--- config.mk ---
export PLATFORM = sky130hd
export DESIGN_NAME = nxpc_unit
export DESIGN_NICKNAME = d
export VERILOG_FILES = /design/src/rtl/nxpc_pkg.sv /design/src/rtl/nxpc_decode.sv /design/src/rtl/nxpc_cond.sv /design/src/rtl/nxpc_target.sv /design/src/rtl/nxpc_unit.sv
export SDC_FILE = /design/constraint.sdc
export NUM_CORES = 1
export LEC_CHECK = 0
export BUFFER_PORTS_ARGS = -buffer_cell sky130_fd_sc_hd__buf_4
export CAP_MARGIN = 10
export CORE_MARGIN = 1
export CORE_UTILIZATION = 48
export DETAILED_ROUTE_END_ITERATION = 16
export MAX_ROUTING_LAYER = met4
export PLACE_DENSITY_LB_ADDON = 0.2
export SETUP_SLACK_MARGIN = 0.05
export SYNTH_ARGS = -nofsm -noshare
export SYNTH_HDL_FRONTEND = slang
export SYNTH_SLANG_ARGS = --single-unit
--- constraint.sdc ---
create_clock -name clk -period 6.44 [get_ports clk]
set_input_delay 0.322 -clock clk [delete_from_list [all_inputs] [get_ports clk]]
set_output_delay 0.322 -clock clk [all_outputs]
set_load 0.05 [all_outputs]
--- src/rtl/nxpc_pkg.sv ---
package nxpc_pkg;

  localparam int ILEN = 16;
  localparam int SVCW = 10;

  localparam logic [2:0] OPC_REG  = 3'b000;
  localparam logic [2:0] OPC_BRN  = 3'b010;
  localparam logic [2:0] OPC_JMP  = 3'b101;
  localparam logic [2:0] OPC_SYS  = 3'b111;

  localparam logic [3:0] F4_JR    = 4'b1011;
  localparam logic [3:0] F4_JALR  = 4'b1100;

  typedef enum logic [2:0] {
    FLOW_SEQ,
    FLOW_BRN,
    FLOW_JMP,
    FLOW_RJA,
    FLOW_RJB,
    FLOW_SYS
  } flow_e;

  typedef struct packed {
    flow_e      kind;
    logic       link;
    logic [2:0] cond;
  } ctl_t;

endpackage

--- src/rtl/nxpc_decode.sv ---
module nxpc_decode
  import nxpc_pkg::*;
#(
  parameter int XLEN = 16
) (
  input  logic [ILEN-1:0] insn,
  output ctl_t            ctl,
  output logic [XLEN-1:0] boff,
  output logic [XLEN-1:0] joff,
  output logic [SVCW-1:0] svc
);

  localparam int BW = 5;
  localparam int JW = 10;

  logic [2:0] opc;
  logic [2:0] f3;
  logic [3:0] f4;

  assign opc = insn[2:0];
  assign f3  = insn[5:3];
  assign f4  = insn[15:12];

  always_comb begin
    ctl.kind = FLOW_SEQ;
    ctl.link = 1'b0;
    ctl.cond = f3;
    unique case (opc)
      OPC_REG: begin
        if (f3 == 3'b000 && f4 == F4_JR) begin
          ctl.kind = FLOW_RJA;
        end else if (f3 == 3'b000 && f4 == F4_JALR) begin
          ctl.kind = FLOW_RJB;
          ctl.link = 1'b1;
        end
      end
      OPC_BRN: ctl.kind = FLOW_BRN;
      OPC_JMP: begin
        ctl.kind = FLOW_JMP;
        ctl.link = insn[15];
      end
      OPC_SYS: begin
        if (f3 == 3'b000) ctl.kind = FLOW_SYS;
      end
      default: ctl.kind = FLOW_SEQ;
    endcase
  end

  assign boff = {{(XLEN-BW){insn[15]}}, insn[15:12], 1'b0};
  assign joff = {{(XLEN-JW){insn[14]}}, insn[14:9], insn[5:3], 1'b0};
  assign svc  = insn[15:6];

endmodule

--- src/rtl/nxpc_cond.sv ---
module nxpc_cond #(
  parameter int XLEN = 16
) (
  input  logic [XLEN-1:0] a,
  input  logic [XLEN-1:0] b,
  input  logic [2:0]      sel,
  output logic            take
);

  localparam int NCOND = 8;

  logic [NCOND-1:0] hit;
  logic             eq;
  logic             zr;
  logic             lts;
  logic             ltu;

  assign eq  = (a == b);
  assign zr  = (a == '0);
  assign lts = ($signed(a) < $signed(b));
  assign ltu = (a < b);

  for (genvar i = 0; i < NCOND; i++) begin : g_cond
    if (i == 0)      begin : g_eq  assign hit[i] = eq;   end
    else if (i == 1) begin : g_ne  assign hit[i] = !eq;  end
    else if (i == 2) begin : g_z   assign hit[i] = zr;   end
    else if (i == 3) begin : g_nz  assign hit[i] = !zr;  end
    else if (i == 4) begin : g_lt  assign hit[i] = lts;  end
    else if (i == 5) begin : g_ge  assign hit[i] = !lts; end
    else if (i == 6) begin : g_ltu assign hit[i] = ltu;  end
    else             begin : g_geu assign hit[i] = !ltu; end
  end

  assign take = hit[sel];

endmodule

--- src/rtl/nxpc_target.sv ---
module nxpc_target
  import nxpc_pkg::*;
#(
  parameter int XLEN = 16
) (
  input  logic [XLEN-1:0] pc,
  input  ctl_t            ctl,
  input  logic            take,
  input  logic [XLEN-1:0] a,
  input  logic [XLEN-1:0] b,
  input  logic [XLEN-1:0] boff,
  input  logic [XLEN-1:0] joff,
  output logic [XLEN-1:0] npc,
  output logic [XLEN-1:0] link,
  output logic            odd
);

  localparam logic [XLEN-1:0] STEP = XLEN'(2);

  logic [XLEN-1:0] seq_pc;
  logic [XLEN-1:0] rel_pc;
  logic [XLEN-1:0] rel_off;
  logic [XLEN-1:0] reg_tgt;
  logic            use_rel;

  assign seq_pc  = pc + STEP;
  assign rel_off = (ctl.kind == FLOW_JMP) ? joff : boff;
  assign rel_pc  = pc + rel_off;
  assign reg_tgt = (ctl.kind == FLOW_RJB) ? b : a;
  assign use_rel = (ctl.kind == FLOW_JMP) || ((ctl.kind == FLOW_BRN) && take);

  always_comb begin
    npc = seq_pc;
    odd = 1'b0;
    if (ctl.kind == FLOW_RJA || ctl.kind == FLOW_RJB) begin
      npc = {reg_tgt[XLEN-1:1], 1'b0};
      odd = reg_tgt[0];
    end else if (use_rel) begin
      npc = rel_pc;
    end
  end

  assign link = seq_pc;

endmodule

--- src/rtl/nxpc_unit.sv ---
module nxpc_unit
  import nxpc_pkg::*;
#(
  parameter int               XLEN     = 16,
  parameter logic [XLEN-1:0]  RST_VEC  = '0
) (
  input  logic             clk,
  input  logic             rst_n,
  input  logic             step_en,
  input  logic [15:0]      insn,
  input  logic [XLEN-1:0]  opa,
  input  logic [XLEN-1:0]  opb,
  output logic [XLEN-1:0]  pc_q,
  output logic [XLEN-1:0]  next_pc,
  output logic             link_we,
  output logic [XLEN-1:0]  link_val,
  output logic             trap_req,
  output logic [SVCW-1:0]  trap_svc,
  output logic             misalign
);

  ctl_t            ctl;
  logic [XLEN-1:0] boff;
  logic [XLEN-1:0] joff;
  logic            take;
  logic            odd;
  logic [XLEN-1:0] pc_d;

  nxpc_decode #(.XLEN(XLEN)) u_dec (
    .insn (insn),
    .ctl  (ctl),
    .boff (boff),
    .joff (joff),
    .svc  (trap_svc)
  );

  nxpc_cond #(.XLEN(XLEN)) u_cond (
    .a    (opa),
    .b    (opb),
    .sel  (ctl.cond),
    .take (take)
  );

  nxpc_target #(.XLEN(XLEN)) u_tgt (
    .pc   (pc_q),
    .ctl  (ctl),
    .take (take),
    .a    (opa),
    .b    (opb),
    .boff (boff),
    .joff (joff),
    .npc  (next_pc),
    .link (link_val),
    .odd  (odd)
  );

  assign link_we  = step_en && ctl.link;
  assign trap_req = step_en && (ctl.kind == FLOW_SYS);
  assign misalign = step_en && odd;

  always_comb begin
    pc_d = pc_q;
    if (step_en) pc_d = next_pc;
  end

  always_ff @(posedge clk or negedge rst_n) begin
    if (!rst_n) pc_q <= RST_VEC;
    else        pc_q <= pc_d;
  end


  hold_chk: assert property (@(posedge clk) disable iff (!rst_n)
    !step_en |=> $stable(pc_q));


  load_chk: assert property (@(posedge clk) disable iff (!rst_n)
    step_en |=> pc_q == $past(next_pc));


  quiet_chk: assert property (@(posedge clk) disable iff (!rst_n)
    !step_en |-> !(link_we || trap_req || misalign));


  even_chk: assert property (@(posedge clk) disable iff (!rst_n)
    next_pc[0] == 1'b0);


  trap_chk: assert property (@(posedge clk) disable iff (!rst_n)
    trap_req |-> (next_pc == pc_q + XLEN'(2)) && !link_we);


  link_chk: assert property (@(posedge clk) disable iff (!rst_n)
    link_we |-> link_val == pc_q + XLEN'(2));

endmodule

==> Word level (Yosys, flattened, before mapping) <==
Cells that the tools add are included.
{ "op_classes": {"addsub": 2, "n_lt_le_gt_ge": 3, "n_eq_ne": 11, "n_mux": 13, "reduce_logical": 15} }
{ "ops": {"columns": ["operator", "n"], "rows": [
  ["two-way mux 16 bit", 4],
  ["less-than comparator 16 bit", 2],
  ["adder 16 bit", 1],
  ["adder 16 x 2 -> 16 bit, second input constant", 1],
  ["equality test 16 bit", 1],
  ["zero test 16 bit", 1],
  ["equality test 3 bit, second input constant", 4],
  ["one-hot mux 3 bit (4 select lines)", 1],
  ["equality test 3 x 2 -> 1 bit, second input constant", 3],
  ["equality test 4 bit, second input constant", 2],
  ["logical AND 1 bit", 6],
  ["zero test 3 bit", 2],
  ["two-way mux 3 bit", 2],
  ["zero test 1 bit", 4],
  ["less-than comparator 3 x 4 -> 1 bit, second input constant", 1],
  ["two-way mux 4 bit", 1],
  ["binary-select mux 1 bit (select 3 bit)", 1],
  ["equality test 3 x 1 -> 1 bit, second input constant", 1],
  ["two-way mux 1 bit", 3],
  ["logical OR 1 bit", 2],
  ["one-hot mux 1 bit (2 select lines)", 1]
]} }
{ "totals": {"register_bits": 16, "in_bits": 51} }

==> Longest topological paths before layout <==
Gate-level depths: netlist of the first run.
{ "logic_depth": {"word_depth": 10, "ltp_mapped": 16, "ltp_nobuf": 14} }

==> Modules after synthesis <==
From an unflattened synthesis of the first run, not the netlist that was laid out.
{ "unflattened": {"hier_cells": 401, "area_unflattened_um2": 3369.5} }
{ "modules_own_cells": {"columns": ["module", "n_inst", "cells_per_inst", "area_each_um2", "seq_area_each_um2"], "rows": [
  ["nxpc_target", 1, 227, 1725.4, 0.0],
  ["nxpc_unit", 1, 37, 664.4, 400.4],
  ["nxpc_cond", 1, 76, 545.5, 0.0],
  ["nxpc_decode", 1, 61, 434.2, 0.0]
]} }

==> Worst setup path after synthesis of the first run <==
OpenSTA, ideal clock, no wires.
{ "synth_path": {"path_kind": "input-to-output", "start": "input port insn[0]", "end": "output port next_pc[15]", "arrival_ps": 3707, "setup_slack_ps": 2411, "path_stages": 14, "path_cell_list": "nand2_1 > or2_2 > clkbuf_1 > mux2_2 > ha_1 > fa_1 > a211oi_1 > o211ai_1 > nand4_1 > a21boi_0 > o21ai_0 > and3_1 > o21ai_0 > a31oi_1"} }
{ "synth_between": {"elab_chain_len": 7} }
{ "synth_lines": {"columns": ["item", "line", "rtl"], "rows": [
  ["start, declared", "nxpc_unit.sv:10", "input logic [15:0] insn,"],
  ["equality test 3 bit, or another cell as far along", "nxpc_decode.sv:28", "unique case (opc)"],
  ["one-hot mux 3 bit (4 select lines) (*)", "nxpc_decode.sv:28", null],
  ["equality test 3 x 2 -> 1 bit or equality test 3 x 1 -> 1 bit (tied branches)", "nxpc_target.sv:27, nxpc_target.sv:30", null],
  ["two-way mux 16 bit or logical AND 1 bit (tied branches)", "nxpc_target.sv:27, nxpc_target.sv:30", null],
  ["adder 16 bit or logical OR 1 bit (tied branches)", "nxpc_target.sv:28, nxpc_target.sv:30", null],
  ["two-way mux 16 bit", "nxpc_target.sv:38", "end else if (use_rel) begin"],
  ["two-way mux 16 bit (*)", "nxpc_target.sv:35", "if (ctl.kind == FLOW_RJA || ctl.kind == FLOW_RJB) begin"],
  ["end, declared", "nxpc_unit.sv:14", "output logic [XLEN-1:0] next_pc,"]
]} }
Every way passes the cells marked *; elsewhere a longest branch is shown, timed or not.

==> Worst setup path in the final report of the first run <==
{ "layout_path": {"start": "input port insn[1]", "end": "output port next_pc[15]"} }
The elaborated chain is that of the path after synthesis.

==> results of run 1 <==
## worst reg2reg max path: stages, from the launching register on
cell      delay, ps
dfrtp_1         510
ha_1            290
fa_1            420
a211oi_1        400
o211ai_1        190
nand4_1         150
a21boi_0        130
o21ai_0         250
a21oi_1         100
o21ai_0         230
a31oi_1         110
## logic make-up after synthesis
logic type,Yosys count,synth area share [%]
flip-flops,16,14.61
AND/OR/NAND/NOR,122,21.10
XOR/XNOR,24,7.671
buffers and inverters,46,8.082
AO/OA/AOI/OAI,92,23.20
adder cells (fa/ha/maj),33,15.34
multiplexers,27,10.00
## how the worst max path moves through the flow
stage	start	endpoint	slack, ps	cells after the start
4_1_cts	insn[1]	next_pc[15]	2520	14
5_1_grt	insn[1]	next_pc[15]	2270	14
3_3_place_gp	insn[1]	next_pc[15]	2700	14
6_report	insn[1]	next_pc[15]	2440	14
2_1_floorplan	insn[0]	next_pc[15]	2410	14
3_5_place_dp	insn[1]	next_pc[15]	2590	14
## through the flow
stage | instances | hold slack (ps) | power, W
final | 520 | 451.6 | 0.001761
after global routing | 520 | 467.0 | 0.001858
after CTS | 520 | 451.3 | 0.001755
after detailed placement | 515 | 201.3 | 0.001652
after global placement | 515 | 204.5 | 0.001635
after floorplan | 360 | 26.41 | 0.001258
## synthesized netlist by cell type (all sizes together) (2+ instances only)
library cell,number
ha,32
dfrtp,16
mux2i,24
buf,12
o21a,4
nor4,4
a2111oi,2
a21oi,28
a21boi,2
xnor2,14
a31oi,4
xor2,10
inv,24
o221ai,3
nor3,3
nor2b,3
clkbuf,10
o211ai,4
nor2,49
or2,2
a21o,8
and2,3
nand4,9
nand3,16
mux2,3
nand2,25
a211oi,7
o22ai,2
o21ai,12
and3,2
a221oi,10
## power by group
group	total, W	internal [W]	switching, W
Clock	0.0000961	0.0000544	0.0000417
Combinational	0.00144	0.000471	0.000964
Sequential	0.000229	0.000140	0.0000897
## routing by layer
| metal | up-vias | GRT usage [%] |
|---|---|---|
| li1 | 1498 | - |
| met1 | 1447 | 39.22 |
| met2 | 147 | 47.96 |
| met3 | 23 | 5.059 |
| met4 | 0 | 11.32 |
| met5 | - | - |
## layout make-up
type	count	share of cell area, %
Clock buffer	4	1.550
Inverter	24	2.536
Multi-Input combinational cell	298	59.63
Sequential cell	16	11.27
Tap cell	72	2.536
Timing Repair Buffer	106	22.47
==> out/qor.yml, run 1 <==
ios: 112
fin_nets: 533
routed_via_density: 5.990
dp_hpwl_um: 6932
cp.required_ps: 6120
fin_area_sq_mm: 0.003552
vias: 3115
final_max_slew_viol_count: 0
placed_area_sq_mm: 0.003487
drive_gt1_share_pct: 26.34
max_freq_mhz: 250.0
r2r-start: "pc_q[1]"
synth_area_sq_mm: 0.002740
die_x_um: 77.56
grt_pass1_vias: 2965
root_buffer: "clkbuf_8"
met1_length_um: 3888
final_cell_mix: "105 x buf_4, 49 x nor2_1, 32 x ha_1"
path_class: "in -> out"
postCtsResizedCells: 0
h-tree-depth: 1
r2r_slack_ps: 3500
seq_area_sq_um: 400.4
dp_slack_ps: 2586
synth_edf_count: 0
end_kind: "output port"
cts.clk_slew.worst_paths_ps: 80
ant_nets: 0
topRoutingLayerUsed: "met4"
largest_reg_flops: 16
clk_latency_ps: 260
dr.pass1.iters: 5
worstMarginPinSlew_ps: 1115
multi_input_area_sq_mm: 0.002118
die-area_sq_mm: 0.006015
cts_hold_buf: 1
p_leak_nw: 1.659
hold_path_class: "in -> reg"
ys_seq_elements: 16
dr.first_iter.drc_count: 257
grt_pass1_wl_um: 14300
synth_top_area_share_pct: 14.61
antenna_found_initial: 0
max_stage_delay_ps: 420
cp_max_fo: 8
mostFrequentLayoutCell: "buf_4"
hold_depth: 3
fill_cells: 508
synthCells: 360
timing.final.crit_share_pct: 62.11
cts_tree: "yes"
setup_viol: 0
cap_violations: 0
numCtsBuffers: 3
finClkSkew_ps: 3.280
dr_wl_met3_um: 604
ys_warn_count: 0
ys_seq_area_share_pct: 14.61
grt_overflow: 0
ir_drop_v: 0.0003705
holdCritStartpoint: "opa[12]"
setup_tns_ps: 0
post_drt_wl_per_cell_um: 17.03
final_util_pct: 64.51
grtUsageTotal_pct: 30.52
initial_utilization_pct: 49.76
core_sq_mm: 0.005507
fin_crit_ps: 4000
syn_to_final_growth_pct: 29.63
post_cts_buffers: 0
die_h_um: 77.56
synth_area_per_cell_sq_um: 7.611
routabilityCongestion: 0.9611
grt_max_degree: 34
powerDensity_mw_per_mm2: 495.7
critPathSlowestCell: "fa_1"
largest_registers: "pc_q x16"
status: "finished clean"
reg2reg_to: "pc_q[15]"
worst_slack_ps: 2440
critPathTopFamily: "compound AO/OA/AOI/OAI gates"
hold_path_end: "pc_q[12]"
io_buffers: 105
crit_arrival_ps: 3680
post-route-drc-count: 0
ys_async_sr_fraction_pct: 100.0
cts_sinks: 16
slew_headroom_pct: 25.47
largest-register: "pc_q"
totalWireLength_um: 8855
syn_nets: 444
antenna_cells: 0
rsz0062_at_grt: "no"
clock_path_buffers: 2
placement_rows: 27
ys_types: 48
synth_top_cell_by_area: "dfrtp_1"
synth-main-ff-cell: "dfrtp_1"
finalHoldViolations: 0
start_kind: "input pin"
worst-path-buf-inv: 2
worstPathCellList: "buf_4 -> or2_2 -> mux2_2 -> ha_1 -> fa_1 -> a211oi_1 -> o211ai_1 -> nand4_1 -> a21boi_0 -> o21ai_0 -> and3_1 -> o21ai_0 -> a31oi_1 -> buf_4"
ys_top_cells_by_area: "dfrtp_1 15%, ha_1 15%, mux2i_1 8.8%"
wl_met2_um: 4039
reg2reg_depth: 10
Note: power is estimated with default switching activity, not from simulation.
==> run 2: changes to the inputs <==
==> constraint.sdc (replaced) <==
create_clock -name clk -period 3.95 [get_ports clk]
set_input_delay 0.1975 -clock clk [delete_from_list [all_inputs] [get_ports clk]]
set_output_delay 0.1975 -clock clk [all_outputs]
set_load 0.05 [all_outputs]
==> run 2 against run 1 <==
  * Total power grew 63%
  * Die area did not move
  * Count of clock-buffer cells in the layout stayed put
  * Highest routed layer unchanged
  * Critical path depth unchanged
  * Largest power group unchanged
  * Hold slack got worse by 140 ps
  * Combinational power increased by 63%
==> out/qor.yml, run 2 (synthesis results as in run 1) <==
die_h_um: 77.56  # unchanged
dr.pass1.iters: 5  # unchanged
cts_sinks: 16  # unchanged
totalWireLength_um: 8912  # was 8855 um
fin_crit_ps: 3592
largest_registers: "pc_q x16"  # unchanged
pwr-share-clk_pct: 5.6  # was 5.5%
slew_headroom_pct: 26.60  # was 25.47%
cts_hold_buf: 1  # unchanged
antenna_cells: 0  # unchanged
power_w: 0.002874  # was 0.001761 W
ios: 112  # unchanged
max_freq_mhz: 278.4
cp_max_fo: 8  # unchanged
met1_length_um: 3843  # was 3888 um
whs_ps: 312.9  # was 451.6 ps
ant_nets: 0  # unchanged
dp_hpwl_um: 7109  # was 6932 um
grt_pass1_vias: 2923  # was 2965
internal_power_w: 0.001090  # was 0.0006650 W
grtUsageTotal_pct: 30.58  # was 30.52%
numCtsBuffers: 3  # unchanged
rsz0062_at_grt: "no"  # unchanged
critPathTopFamily: "compound AO/OA/AOI/OAI gates"  # unchanged
vias: 3075  # was 3115
routed_via_density: 5.891  # was 5.990
placement_rows: 27  # unchanged
clock_path_buffers: 2  # unchanged
fin_nets: 535  # was 533
drive_gt1_share_pct: 26.67  # was 26.34%
cts_tree: "yes"  # unchanged
wl_met2_um: 4184  # was 4039 um
postCtsResizedCells: 0  # unchanged
setup_viol: 0  # unchanged
switchingPower_w: 0.001784  # was 0.001096 W
final_max_slew_viol_count: 0  # unchanged
critPathSlowestCell: "fa_1"  # unchanged
path_class: "in -> out"  # unchanged
h-tree-depth: 1  # unchanged
post_cts_buffers: 0  # unchanged
end_kind: "output port"  # unchanged
timing.final.crit_share_pct: 90.94
grt_overflow: 0  # unchanged
dr.first_iter.drc_count: 149  # was 257
max_stage_delay_ps: 430  # was 420 ps
setup_tns_ps: 0  # unchanged
finalHoldViolations: 0  # unchanged
largest-register: "pc_q"  # unchanged
crit_arrival_ps: 3390  # was 3680 ps
dr_wl_met3_um: 617  # was 604 um
powerDensity_mw_per_mm2: 805.8  # was 495.7 mW/mm^2
grt_max_degree: 34  # unchanged
start_kind: "input pin"  # unchanged
die-area_sq_mm: 0.006015  # unchanged
fill_cells: 534  # was 508
dp.cells: 517  # was 515
fin_cells: 522  # was 520
p_leak_nw: 1.669  # was 1.659 nW
worstMarginPinSlew_ps: 1097  # was 1115 ps
syn_to_final_growth_pct: 30.18  # was 29.63%
largest_reg_flops: 16  # unchanged
antenna_found_initial: 0  # unchanged
hold_path_class: "in -> reg"  # unchanged
routabilityCongestion: 0.9699  # was 0.9611
grt_pass1_wl_um: 14190  # was 14300 um
post-route-drc-count: 0  # unchanged
cp.required_ps: 3750  # was 6120 ps
cts.clk_slew.worst_paths_ps: 80  # about the same
core_sq_mm: 0.005507  # unchanged
worstPathCellList: "buf_4 -> or2_2 -> mux2_2 -> ha_1 -> fa_1 -> a211oi_1 -> o211ai_1 -> nand4_1 -> a21boi_0 -> o21ai_0 -> and3_1 -> o21ai_0 -> a31oi_1 -> buf_4"  # unchanged
seq_power_share_pct: 12.6  # was 13.0%
die_x_um: 77.56  # unchanged
clk_latency_ps: 270  # was 260 ps
io_buffers: 105  # unchanged
comb_power_share_pct: 81.8  # was 81.5%
cap_violations: 0  # unchanged
root_buffer: "clkbuf_8"  # unchanged
topRoutingLayerUsed: "met4"  # unchanged
final_cell_mix: "107 x buf_4, 49 x nor2_1, 32 x ha_1"  # was 105 x buf_4, 49 x nor2_1, 32 x ha_1
post_drt_wl_per_cell_um: 17.07  # was 17.03 um
mostFrequentLayoutCell: "buf_4"  # unchanged
finClkSkew_ps: 6.337  # was 3.280 ps
ir_drop_v: 0.0005549  # was 0.0003705 V
initial_utilization_pct: 49.76  # unchanged
worst-path-buf-inv: 2  # unchanged
status: "finished clean"  # unchanged
p_sw_share_pct: 62.08  # was 62.23%
==> run 2: path summary, 6_finish.rpt <==
kind	cells past startpoint	end	slack, ps	from
worst max-delay path	14	next_pc[15]	360	insn[1]
worst min-delay path	3	pc_q[4]	310	step_en
worst max register to register	11	pc_q[15]	1170	pc_q[1]
worst min register to register	1	pc_q[0]	560	pc_q[0]
max in group asynchronous	2	pc_q[7]	3410	rst_n
min in group asynchronous	2	pc_q[5]	340	rst_n
==> run 2: area by class of cell <==
type	count	area [sq um]	area share, %
Timing Repair Buffer	108	813.3	22.80
Inverter	24	90.09	2.525
Tap cell	72	90.09	2.525
Multi-Input combinational cell	298	2118	59.38
Clock buffer	4	55.05	1.543
Sequential cell	16	400.4	11.22
==> run 2: metrics by stage <==
step                      instance area, sq um  util, %  worst slack, ps
after floorplan                           2740        -            170.1
after global placement                    3502    63.60            455.4
after detailed placement                  3502    63.60            365.3
after CTS                                 3567    64.78            370.1
after global routing                      3567    64.78            65.36
final                                     3567    64.78            358.0
==> run 2: layer usage <==
layer  track usage [%]  vias to the layer above
li1                  -                     1493
met1             38.21                     1419
met2             51.06                      144
met3             4.353                       19
met4             8.868                        0
met5                 -                        -
==> run 2: power by group through the flow <==
stage	Sequential, W	Clock (W)	Combinational (W)
finish	0.000364	0.000161	0.00235
global route	0.000375	0.000171	0.00249
CTS	0.000360	0.000163	0.00235
detailed placement	0.000362	0	0.00234
global placement	0.000360	0	0.00231
floorplan	0.000558	0	0.00149
==> run 2: worst min-delay path: cells and delay by family <==
family | cells | cell delay [ps]
compound gates | 1 | 50
buf+inv | 1 | 190
simple gates | 1 | 100
